**src/rtl/hdr_route_pkg.sv**
```systemverilog
package hdr_route_pkg;
  localparam int DEF_NPORT = 4;
  localparam int DEF_HDR_W = 32;
  localparam int DEF_CNT_W = 16;
endpackage

```
**src/rtl/hdr_rule_cmp.sv**
```systemverilog
// One masked rule: hit when every cared-for header bit equals the value bit.
module hdr_rule_cmp #(
  parameter int HDR_W = 32
) (
  input  logic [HDR_W-1:0] hdr,
  input  logic [HDR_W-1:0] val,
  input  logic [HDR_W-1:0] msk,
  output logic             hit
);
  logic [HDR_W-1:0] diff;

  always_comb begin
    diff = (hdr ^ val) & ~msk;
    hit  = (diff == '0);
  end
endmodule

```
**src/rtl/hdr_hit_counter.sv**
```systemverilog
// Saturating event counter with synchronous clear that beats increment.
module hdr_hit_counter #(
  parameter int CNT_W = 16
) (
  input  logic             clk,
  input  logic             rst,
  input  logic             clr,
  input  logic             inc,
  output logic [CNT_W-1:0] cnt
);
  localparam logic [CNT_W-1:0] ONE = {{(CNT_W-1){1'b0}}, 1'b1};
  localparam logic [CNT_W-1:0] TOP = '1;

  always_ff @(posedge clk) begin
    if (rst || clr) begin
      cnt <= '0;
    end else if (inc && cnt != TOP) begin
      cnt <= cnt + ONE;
    end
  end
endmodule

```
**src/rtl/hdr_route_top.sv**
```systemverilog
module hdr_route_top
  import hdr_route_pkg::*;
#(
  parameter int NPORT = DEF_NPORT,
  parameter int HDR_W = DEF_HDR_W,
  parameter int CNT_W = DEF_CNT_W
) (
  input  logic                   clk,
  input  logic                   rst,
  input  logic                   hdr_vld,
  input  logic [HDR_W-1:0]       hdr_word,
  input  logic [NPORT*HDR_W-1:0] rule_val,
  input  logic [NPORT*HDR_W-1:0] rule_msk,
  input  logic                   cnt_clr,
  output logic [NPORT-1:0]       dst_vec,
  output logic                   dst_vld,
  output logic                   drop_pulse,
  output logic [NPORT*CNT_W-1:0] hit_cnt
);
  logic [NPORT-1:0] rule_hit;
  logic [NPORT-1:0] take;

  for (genvar p = 0; p < NPORT; p++) begin : g_port
    hdr_rule_cmp #(.HDR_W(HDR_W)) u_cmp (
      .hdr (hdr_word),
      .val (rule_val[p*HDR_W +: HDR_W]),
      .msk (rule_msk[p*HDR_W +: HDR_W]),
      .hit (rule_hit[p])
    );

    assign take[p] = hdr_vld & rule_hit[p];

    hdr_hit_counter #(.CNT_W(CNT_W)) u_cnt (
      .clk (clk),
      .rst (rst),
      .clr (cnt_clr),
      .inc (take[p]),
      .cnt (hit_cnt[p*CNT_W +: CNT_W])
    );
  end

  always_ff @(posedge clk) begin
    if (rst) begin
      dst_vec    <= '0;
      dst_vld    <= 1'b0;
      drop_pulse <= 1'b0;
    end else begin
      dst_vec    <= take;
      dst_vld    <= hdr_vld;
      drop_pulse <= hdr_vld && (rule_hit == '0);
    end
  end
endmodule

```
**config.mk**
```make
export PLATFORM = sky130hd
export DESIGN_NAME = hdr_route_top
export DESIGN_NICKNAME = d
export VERILOG_FILES = /design/src/rtl/hdr_route_pkg.sv /design/src/rtl/hdr_rule_cmp.sv /design/src/rtl/hdr_hit_counter.sv /design/src/rtl/hdr_route_top.sv
export SDC_FILE = /design/constraint.sdc
export NUM_CORES = 1
export LEC_CHECK = 0
export BUFFER_PORTS_ARGS = -buffer_cell sky130_fd_sc_hd__buf_2
export CAP_MARGIN = 20
export CORE_AREA = 2 2 141 143
export CTS_CLUSTER_DIAMETER = 60
export CTS_CLUSTER_SIZE = 30
export DETAILED_ROUTE_END_ITERATION = 8
export DIE_AREA = 0 0 143 145
export GPL_ROUTABILITY_DRIVEN = 0
export GPL_TIMING_DRIVEN = 0
export MAX_ROUTING_LAYER = met4
export PLACE_DENSITY = 0.59
export RECOVER_POWER = 50
export SYNTH_ARGS = -nofsm -noshare
export SYNTH_HDL_FRONTEND = slang
export SYNTH_SLANG_ARGS = --single-unit
export TNS_END_PERCENT = 1
```
**constraint.sdc**
```tcl
create_clock -name clk -period 2.86 [get_ports clk]
set_input_delay 0.429 -clock clk [delete_from_list [all_inputs] [get_ports clk]]
set_output_delay 0.429 -clock clk [all_outputs]
set_load 0.02 [all_outputs]
```
; Word-level counts from Yosys, hierarchy flattened
; Cells that the tools add are included.
[op_classes]
add_sub_neg = 4
bitwise_logic = 16
reduce_logical = 11
n_eq_ne = 4
[ops]
columns = cell, n
row1 = $and A32 B32 Y32, 4
row2 = $logic_not A32 Y1, 4
row3 = $not A32 Y32, 4
row4 = $xor A32 B32 Y32, 4
row5 = $add A16 B1 Y16 const B, 4
row6 = $ne A16 B16 Y1 const B, 4
row7 = $logic_and A1 B1 Y1, 5
row8 = $and A1 B1 Y1, 4
row9 = $logic_not A4 Y1, 1
row10 = $logic_or A1 B1 Y1, 1
[totals]
reg_bits = 70
elab_cells = 42
output_inout_bits = 70
input_bits = 292

; Logic depth before layout (Yosys ltp)
; Gate-level depths: netlist (run 1).
[depth]
ltp_word = 5
ltp_mapped = 9
depth_no_buf = 7

; Hierarchy
; Synthesis (run 1) repeated with hierarchy kept, for this count alone.
[unflattened]
cells_unflattened = 609
hier_area_um2 = 5243.8
[modules_own_cells]
columns = mod, seq_area_each_um2, cells_per_inst, area_each_um2, instances
row1 = hdr_hit_counter, 320.3, 95, 847.1, 4
row2 = hdr_rule_cmp, 0.0, 53, 414.1, 4
row3 = hdr_route_top, 120.1, 17, 198.9, 1

; Worst setup path after synthesis (run 1)
; OpenSTA, ideal clock, no wires.
[synth_path]
kind = input -> register
start = input hdr_word[8]
end = register g_port[2].u_cnt.cnt[14]
required_time_ns = 2.790
slack_ns = 0.385
cell_stages = 8
setup_time_ns = 0.070
n_path_buf = 2
arrival_ns = 2.405
path_cell_list = buf_6 -> xnor2_2 -> o22ai_1 -> or4_1 -> buf_2 -> or4_4 -> or4_1 -> a21oi_1
[synth_between]
elab_chain_len = 5
[synth_lines]
columns = item, line
row1 = from (decl), hdr_route_top.sv:11  ; input logic [HDR_W-1:0] hdr_word,
row2 = $xor A32 B32 Y32, hdr_rule_cmp.sv:13  ; diff = (hdr ^ val) & ~msk;
row3 = $and A32 B32 Y32, hdr_rule_cmp.sv:13
row4 = $logic_not A32 Y1, hdr_rule_cmp.sv:14  ; hit = (diff == '0);
row5 = $and A1 B1 Y1, hdr_route_top.sv:31  ; assign take[p] = hdr_vld & rule_hit[p];
row6 = $logic_and A1 B1 Y1, hdr_hit_counter.sv:17  ; end else if (inc && cnt != TOP) begin
row7 = to (signal assigned), hdr_hit_counter.sv:18  ; cnt <= cnt + ONE;
row8 = to (decl), hdr_hit_counter.sv:9  ; output logic [CNT_W-1:0] cnt
; No other way between the ends.
; A chain may end at the register's enable or synchronous reset.

; Worst setup path after layout (run 1)
[layout_path]
start = input hdr_word[10]
end = register g_port[1].u_cnt.cnt[2]
[layout_between]
elab_chain_len = 5
[layout_lines]
columns = item, line
row1 = $xor A32 B32 Y32, hdr_rule_cmp.sv:13
row2 = $and A32 B32 Y32, hdr_rule_cmp.sv:13
row3 = $logic_not A32 Y1, hdr_rule_cmp.sv:14
row4 = $and A1 B1 Y1, hdr_route_top.sv:31
row5 = $logic_and A1 B1 Y1, hdr_hit_counter.sv:17
row6 = to (signal assigned), hdr_hit_counter.sv:18
row7 = to (decl), hdr_hit_counter.sv:9
; No other way between the ends.

==> impl_metrics.py, run 1 <==
metrics = {
    "timing": {
        "final.period_utilization_pct": 97.0,
        "finalSetupViolations": 0,
        "min_period_ps": 2770,
        "hold_violations": 0,
        "fin_worst_skew_ps": 4.55,
        "rsz0062_at_grt": "false",
        "setup_ws_ps": 85.1,
        "fmax_mhz": 360,
        "drv_slew": 0,
        "fin_setup_tns_ps": 0,
        "worst_slew_pin_slew_ps": 937,
        "slew_headroom_pct": 37.0,
    },
    "cts": {
        "path_clk_slew_ps": 50,
        "cts_tree": "done",
        "numCtsBuffers": 9,
        "htreeDepth": 3,
        "cts-root-buf": "clkbuf_16",
        "clk_latency_ps": 340,
        "clock_sinks": 70,
        "clk_path_buf_depth": 2,
    },
    "global_routing": {
        "grt_max_degree": 11,
        "grt_pass1_vias": 6557,
        "grt_antenna_before_repair": 12,
        "grt_overflow": 0,
        "grt_pass1_wl_mm": 43.5,
        "grt_util_all_layers_pct": 29.6,
    },
    "placed_design": {
        "dpl.cell_count": 1273,
        "place_ws_ps": -701,
        "dp_hpwl_mm": 26.4,
        "io_buffer_count": 328,
        "place_area_sq_um": 7330,
    },
    "synthesis": {
        "yosysMostFrequentCell": "xnor2_1",
        "netlist.area_leader.share_pct": 26.1,
        "ys_seq_area_share_pct": 26.1,
        "synth-seq-cells": 70,
        "synth_cells": 680,
        "yosys-top-cells-area": "dfxtp_1 (26%), xnor2_1 (21%), o22ai_1 (7.5%)",
        "synth_warnings": 0,
        "synth_commonest_cells": "xnor2_1 (126), dfxtp_1 (70), o22ai_1 (64)",
        "synth_fp_nets": 976,
        "synth_area_sq_um": 5360,
        "synth_cell_type_count": 37,
        "syn_area_per_cell_sq_um": 7.88,
        "post-synth-top-area-cell": "dfxtp_1",
        "synth_edf_count": 0,
        "synth-async-reset-ratio_pct": 0,
        "synth_flop_cell": "dfxtp_1",
    },
    "run_status": {
        "status": "complete, no violations",
    },
    "layout": {
        "design_area_sq_um": 7600,
        "final_cells": 1302,
        "nets": 1319,
        "area_growth_pct": 41.8,
        "drive_gt1_share_pct": 29.0,
    },
    "pwr": {
        "total_power_mw": 2.66,
        "ir_drop_mv": 0.273,
        "leakagePower_nw": 2.64,
        "power_density_nw_per_um2": 350,
    },
    "floorplanning": {
        "rows": 51,
        "num_io_pins": 362,
        "initial_core_util_pct": 27.9,
        "dieHeight_um": 145,
        "core-area_sq_um": 19200,
        "die_x_um": 143,
        "fp.dieArea_sq_um": 20700,
    },
    "detailed_routing": {
        "drtPass1Iterations": 5,
        "vias_per_cell": 5.34,
        "dr_total_vias": 6948,
        "wirelength_mm": 30.7,
        "wl_per_cell_um": 23.6,
        "drtAntennaViolNets": 0,
        "first_iter_violations": 467,
        "drc": 0,
    },
    "setup_path": {
        "critical_path_class": "input port to register",
        "endpoint_kind": "register",
        "crit_arrival_ps": 2980,
        "start_kind": "input port",
        "crit_fanout": 10,
        "crit_required_ps": 3070,
    },
    "flow_run": {
        "cap_viol_max_count": 0,
    },
    "min_path": {
        "hold_class": "input port to register",
    },
}
## cell usage in the layout, fill, tap and decap left out, drive strengths merged
| cell | count |
|---|---|
| and4 | 5 |
| xnor2 | 128 |
| nand4 | 31 |
| o31a | 3 |
| o41ai | 1 |
| o211ai | 6 |
| diode | 11 |
| or4 | 33 |
| nand2b | 1 |
| nand3b | 1 |
| nor4 | 20 |
| dfxtp | 70 |
| clkinv | 2 |
| o31ai | 34 |
| mux2i | 3 |
| buf | 270 |
| a21oi | 52 |
| o21a | 1 |
| nor2 | 12 |
| and3 | 15 |
| o22ai | 64 |
| o2111ai | 2 |
| clkbuf | 137 |
| and2 | 2 |
| or3 | 33 |
| nor3 | 6 |
| nand2 | 23 |
| o21ai | 23 |
| inv | 6 |
| o221a | 1 |
| or2 | 3 |
| nand3 | 31 |
| ha | 4 |
| a211oi | 3 |
## final timing paths
| path | from | endpoint | slack (ps) | cells after the start |
|---|---|---|---|---|
| max | hdr_word[10] | g_port[1].u_cnt.cnt[2]$_SDFFE_PP0P_ | 90 | 10 |
| min | cnt_clr | g_port[0].u_cnt.cnt[15]$_SDFFE_PP0P_ | 420 | 3 |
| max reg2reg | g_port[1].u_cnt.cnt[1]$_SDFFE_PP0P_ | g_port[1].u_cnt.cnt[0]$_SDFFE_PP0P_ | 230 | 7 |
| min reg2reg | g_port[1].u_cnt.cnt[4]$_SDFFE_PP0P_ | g_port[1].u_cnt.cnt[4]$_SDFFE_PP0P_ | 500 | 2 |
## registers in the layout (all words and copies together), names as in the netlist
register	flops
drop_pulse	1
dst_vec	4
g_port.u_cnt.cnt	64
dst_vld	1
## power breakdown
group,switching [mW],internal (mW),leakage [nW],total [mW]
logic,0.347,0.325,1.94,0.672
clock network,0.413,0.598,0.128,1.01
registers,0.000435,0.977,0.564,0.977
total,0.760,1.90,2.64,2.66
## area by class of cell
class | count | area [sq um]
Antenna cell | 11 | 27.5
Buffer | 63 | 277
Clock buffer | 12 | 246
Clock inverter | 2 | 10.0
Fill cell | 2078 | 11600
Inverter | 6 | 22.5
Multi-Input combinational cell | 541 | 3700
Sequential cell | 70 | 1400
Tap cell | 265 | 332
Timing Repair Buffer | 332 | 1580
## metal layers
layer	wire length (um)	vias to the layer above	GRT usage, %	part of all wire, %
met5	0	-	-	0
met4	331	0	5.15	1.1
met3	2820	24	5.51	9.2
met2	13900	340	44.6	45
met1	13700	3303	41.7	44
li1	-	3281	-	-
## stage by stage
stage / hold WS [ps] / util, %
CTS: 422 / 39.8
global placement: 483 / 38.2
floorplan: 553 / -
global route: 456 / 39.5
detailed placement: 490 / 38.2
finish: 424 / 39.6
## cell families (layout without fill, tap and decap cells)
family | Yosys count | in the layout | synth area share, %
xor+xnor | 128 | 128 | 21.2
compound gates | 190 | 190 | 21.8
simple gates | 216 | 216 | 23.8
flops | 70 | 70 | 26.1
buf+inv | 69 | 415 | 5.51
other cells | 0 | 11 | 0
fa+ha+maj | 4 | 4 | 0.934
mux | 3 | 3 | 0.560
## critical path, stage by stage
cell      delay, ps
clkbuf_2        210
xnor2_1         430
o22ai_1         130
nor4_1          490
nand4_1         180
buf_4           190
clkbuf_1        210
clkbuf_1        310
o31ai_1         300
a21oi_1          90
## what timing repair did
action	CTS	global route
hold endpoints to repair	0	0
setup endpoints to repair	50	13
resized for setup	6	3
setup buffers	4	0
pin swaps	2	0
hold buffers	0	0
Power figures use the tool's default switching activity.
==> run 2, diff against run 1 <==
SETUP_SLACK_MARGIN = 0.2   (was default)
==> run 2 against run 1 <==
Net effect:
- clock skew up 1.6 ps
- utilization up 0.25 points
- first-iteration DRC count up 4.5%
- sequential share of layout area down 0.12 points
- critical endpoint is now g_port[2].u_cnt.cnt[2]$_SDFFE_PP0P_
- via count up 0.37%
- worst setup slack better by 200 ps
- critical path depth down 1
- hold slack better by 2.3 ps
- global-route usage about the same
- non-clock buffer count unchanged
- total power up 0.44%
- critical path type unchanged
- flip-flop and latch count unchanged
- highest routed layer unchanged
==> impl_metrics.py, run 2 (synthesized netlist as in run 1, its figures left out) <==
metrics = {
    "setup_path": {
        "path_buf_inv": 3,
        "endpoint_kind": "register",
        "r2r_start": "g_port[0].u_cnt.cnt[5]$_SDFFE_PP0P_",
        "crit_required_ps": 3060,
        "crit_arrival_ps": 2770,
        "r2r_cells": 7,
        "path_cells": "clkbuf_1, xnor2_1, o22ai_1, nor4_4, nand3_2, clkbuf_1, clkbuf_1, o31ai_1, a21oi_1",
        "cpMaxStageDelayCell": "nor4_4",
        "rr_endpoint": "g_port[0].u_cnt.cnt[13]$_SDFFE_PP0P_",
        "r2r_slack_ps": 370,
        "crit_fanout": 10,
        "slowest_delay_ps": 420,
        "crit_family": "buffers and inverters",
        "crit_top_cell": "clkbuf_1",
        "start_kind": "input port",
        "critical_path_class": "input port to register",
        "worst-path-stages": 9,
    },
    "global_routing": {
        "grt_pass1_vias": 6593,
        "grt_pass1_wl_mm": 43.5,
        "grt_antenna_before_repair": 12,
        "grt_max_degree": 11,
        "grt_util_all_layers_pct": 29.6,
        "grt_overflow": 0,
    },
    "timing": {
        "hold_violations": 0,
        "rsz0062_at_grt": "true",
        "fin_worst_skew_ps": 6.11,
        "min_period_ps": 2570,
        "fmax_mhz": 389,
        "final.period_utilization_pct": 89.9,
        "finalSetupViolations": 0,
        "worst_slew_pin_slew_ps": 904,
        "slew_headroom_pct": 39.1,
        "drv_slew": 0,
        "fin_setup_tns_ps": 0,
        "setup_ws_ps": 288,
    },
    "layout": {
        "layout_commonest_cell": "buf_2",
        "reg_top3": "g_port.u_cnt.cnt x64, dst_vec x4",
        "drive_gt1_share_pct": 30.0,
        "area_growth_pct": 42.8,
        "nets": 1319,
        "largest_reg_flops": 64,
        "fill_cells": 2087,
        "regMostFlops": "g_port.u_cnt.cnt",
        "layout_common_cells": "buf_2 (261), xnor2_1 (123), clkbuf_1 (118)",
    },
    "cts": {
        "htreeDepth": 3,
        "clk_path_buf_depth": 2,
        "clk_latency_ps": 340,
        "cts_tree": "done",
        "clock_sinks": 70,
        "path_clk_slew_ps": 50,
        "postCtsHoldBufs": 0,
        "cts-root-buf": "clkbuf_16",
        "numCtsBuffers": 9,
    },
    "placed_design": {
        "io_buffer_count": 328,
        "dp_hpwl_mm": 26.4,
        "place_ws_ps": -701,
    },
    "pwr": {
        "p_clk_share_pct": 37.8,
        "power_density_nw_per_um2": 349,
        "leakagePower_nw": 2.66,
        "ir_drop_mv": 0.273,
        "swShare_pct": 28.7,
        "internal_power_mw": 1.91,
        "power_frac_seq_pct": 36.6,
        "pwr-share-comb_pct": 25.6,
        "switchingPower_mw": 0.766,
    },
    "floorplanning": {
        "dieHeight_um": 145,
        "initial_core_util_pct": 27.9,
        "fp.dieArea_sq_um": 20700,
        "die_x_um": 143,
        "core-area_sq_um": 19200,
        "rows": 51,
        "num_io_pins": 362,
    },
    "min_path": {
        "hold_class": "input port to register",
        "whs_path_depth": 3,
        "hp-start": "cnt_clr",
        "hold_path_end": "g_port[0].u_cnt.cnt[15]$_SDFFE_PP0P_",
    },
    "detailed_routing": {
        "vias_per_cell": 5.36,
        "first_iter_violations": 488,
        "dr_total_vias": 6974,
        "wirelength_mm": 30.8,
        "drtAntennaViolNets": 0,
        "drc": 0,
        "drtPass1Iterations": 5,
        "wl_per_cell_um": 23.7,
    },
    "flow_run": {
        "cap_viol_max_count": 0,
    },
    "run_status": {
        "status": "complete, no violations",
    },
}
[run 2: cell count changes in the layout (fill, tap and decap cells not counted)]
| cell | delta |
|---|---|
| xnor2_2 | +2 |
| clkbuf_1 | -4 |
| nor4_1 | -4 |
| xnor2_1 | -2 |
| nor4_2 | +3 |
| clkbuf_2 | +4 |
| diode_2 | -2 |
| nor4_4 | +1 |
[run 2: repair_timing]
item,in CTS,in global routing
setup endpoints to repair,62,49
resized for setup,12,11
pin swaps,2,0
buffers inserted,4,0
gates cloned,0,0
[run 2: power groups by stage]
stage | clock [mW] | sequential, mW | combinational (mW)
after floorplan | 0 | 1.00 | 0.330
after global placement | 0 | 0.998 | 0.659
after detailed placement | 0 | 0.998 | 0.658
after CTS | 1.02 | 0.977 | 0.676
after global routing | 1.06 | 0.977 | 0.733
final | 1.01 | 0.977 | 0.685
[run 2: through the flow]
stage                     utilization, %  cells  instance area, sq um  hold WS, ps  total power, mW
after floorplan                        -    680                  5360          553             1.33
after global placement              38.2   1273                  7330          483             1.66
after detailed placement            38.2   1273                  7330          490             1.66
after CTS                           40.0   1291                  7680          422             2.67
after global routing                39.7   1294                  7630          456             2.77
final                               39.8   1300                  7650          427             2.67
[run 2: worst min-delay path, delay by kind of cell]
kind,cells,cell delay [ps]
buffers and inverters,1,120
AND/OR/NAND/NOR,1,110
multiplexers,1,50
[run 2: worst max-delay path by stage]
stage / startpoint / to / slack, ps
after floorplan: hdr_word[8] / g_port[2].u_cnt.cnt[14]$_SDFFE_PP0P_ / 380
after global placement: hdr_word[10] / g_port[2].u_cnt.cnt[2]$_SDFFE_PP0P_ / -730
after detailed placement: hdr_word[11] / g_port[1].u_cnt.cnt[14]$_SDFFE_PP0P_ / -700
after CTS: hdr_word[9] / g_port[2].u_cnt.cnt[2]$_SDFFE_PP0P_ / 220
after global routing: hdr_word[26] / g_port[0].u_cnt.cnt[12]$_SDFFE_PP0P_ / 140
final: hdr_word[9] / g_port[2].u_cnt.cnt[2]$_SDFFE_PP0P_ / 290
[run 2: cell type report]
| class | instances | area [sq um] | share of cell area (%) |
|---|---|---|---|
| diodes | 9 | 22.5 | 0.294 |
| plain buffers | 63 | 282 | 3.68 |
| clock buffers | 12 | 246 | 3.22 |
| clock inverters | 2 | 10.0 | 0.131 |
| inverters | 6 | 22.5 | 0.294 |
| multi-input cells | 541 | 3750 | 49.0 |
| flip-flops and latches | 70 | 1400 | 18.3 |
| well taps | 265 | 332 | 4.33 |
| repair buffers | 332 | 1580 | 20.7 |
[run 2: metal layers]
metal | track usage [%] | up-vias | wire [um]
li1 | - | 3283 | -
met4 | 5.20 | 0 | 344
met5 | - | - | 0
met1 | 41.8 | 3310 | 13600
met2 | 44.5 | 355 | 14000
met3 | 5.54 | 26 | 2890
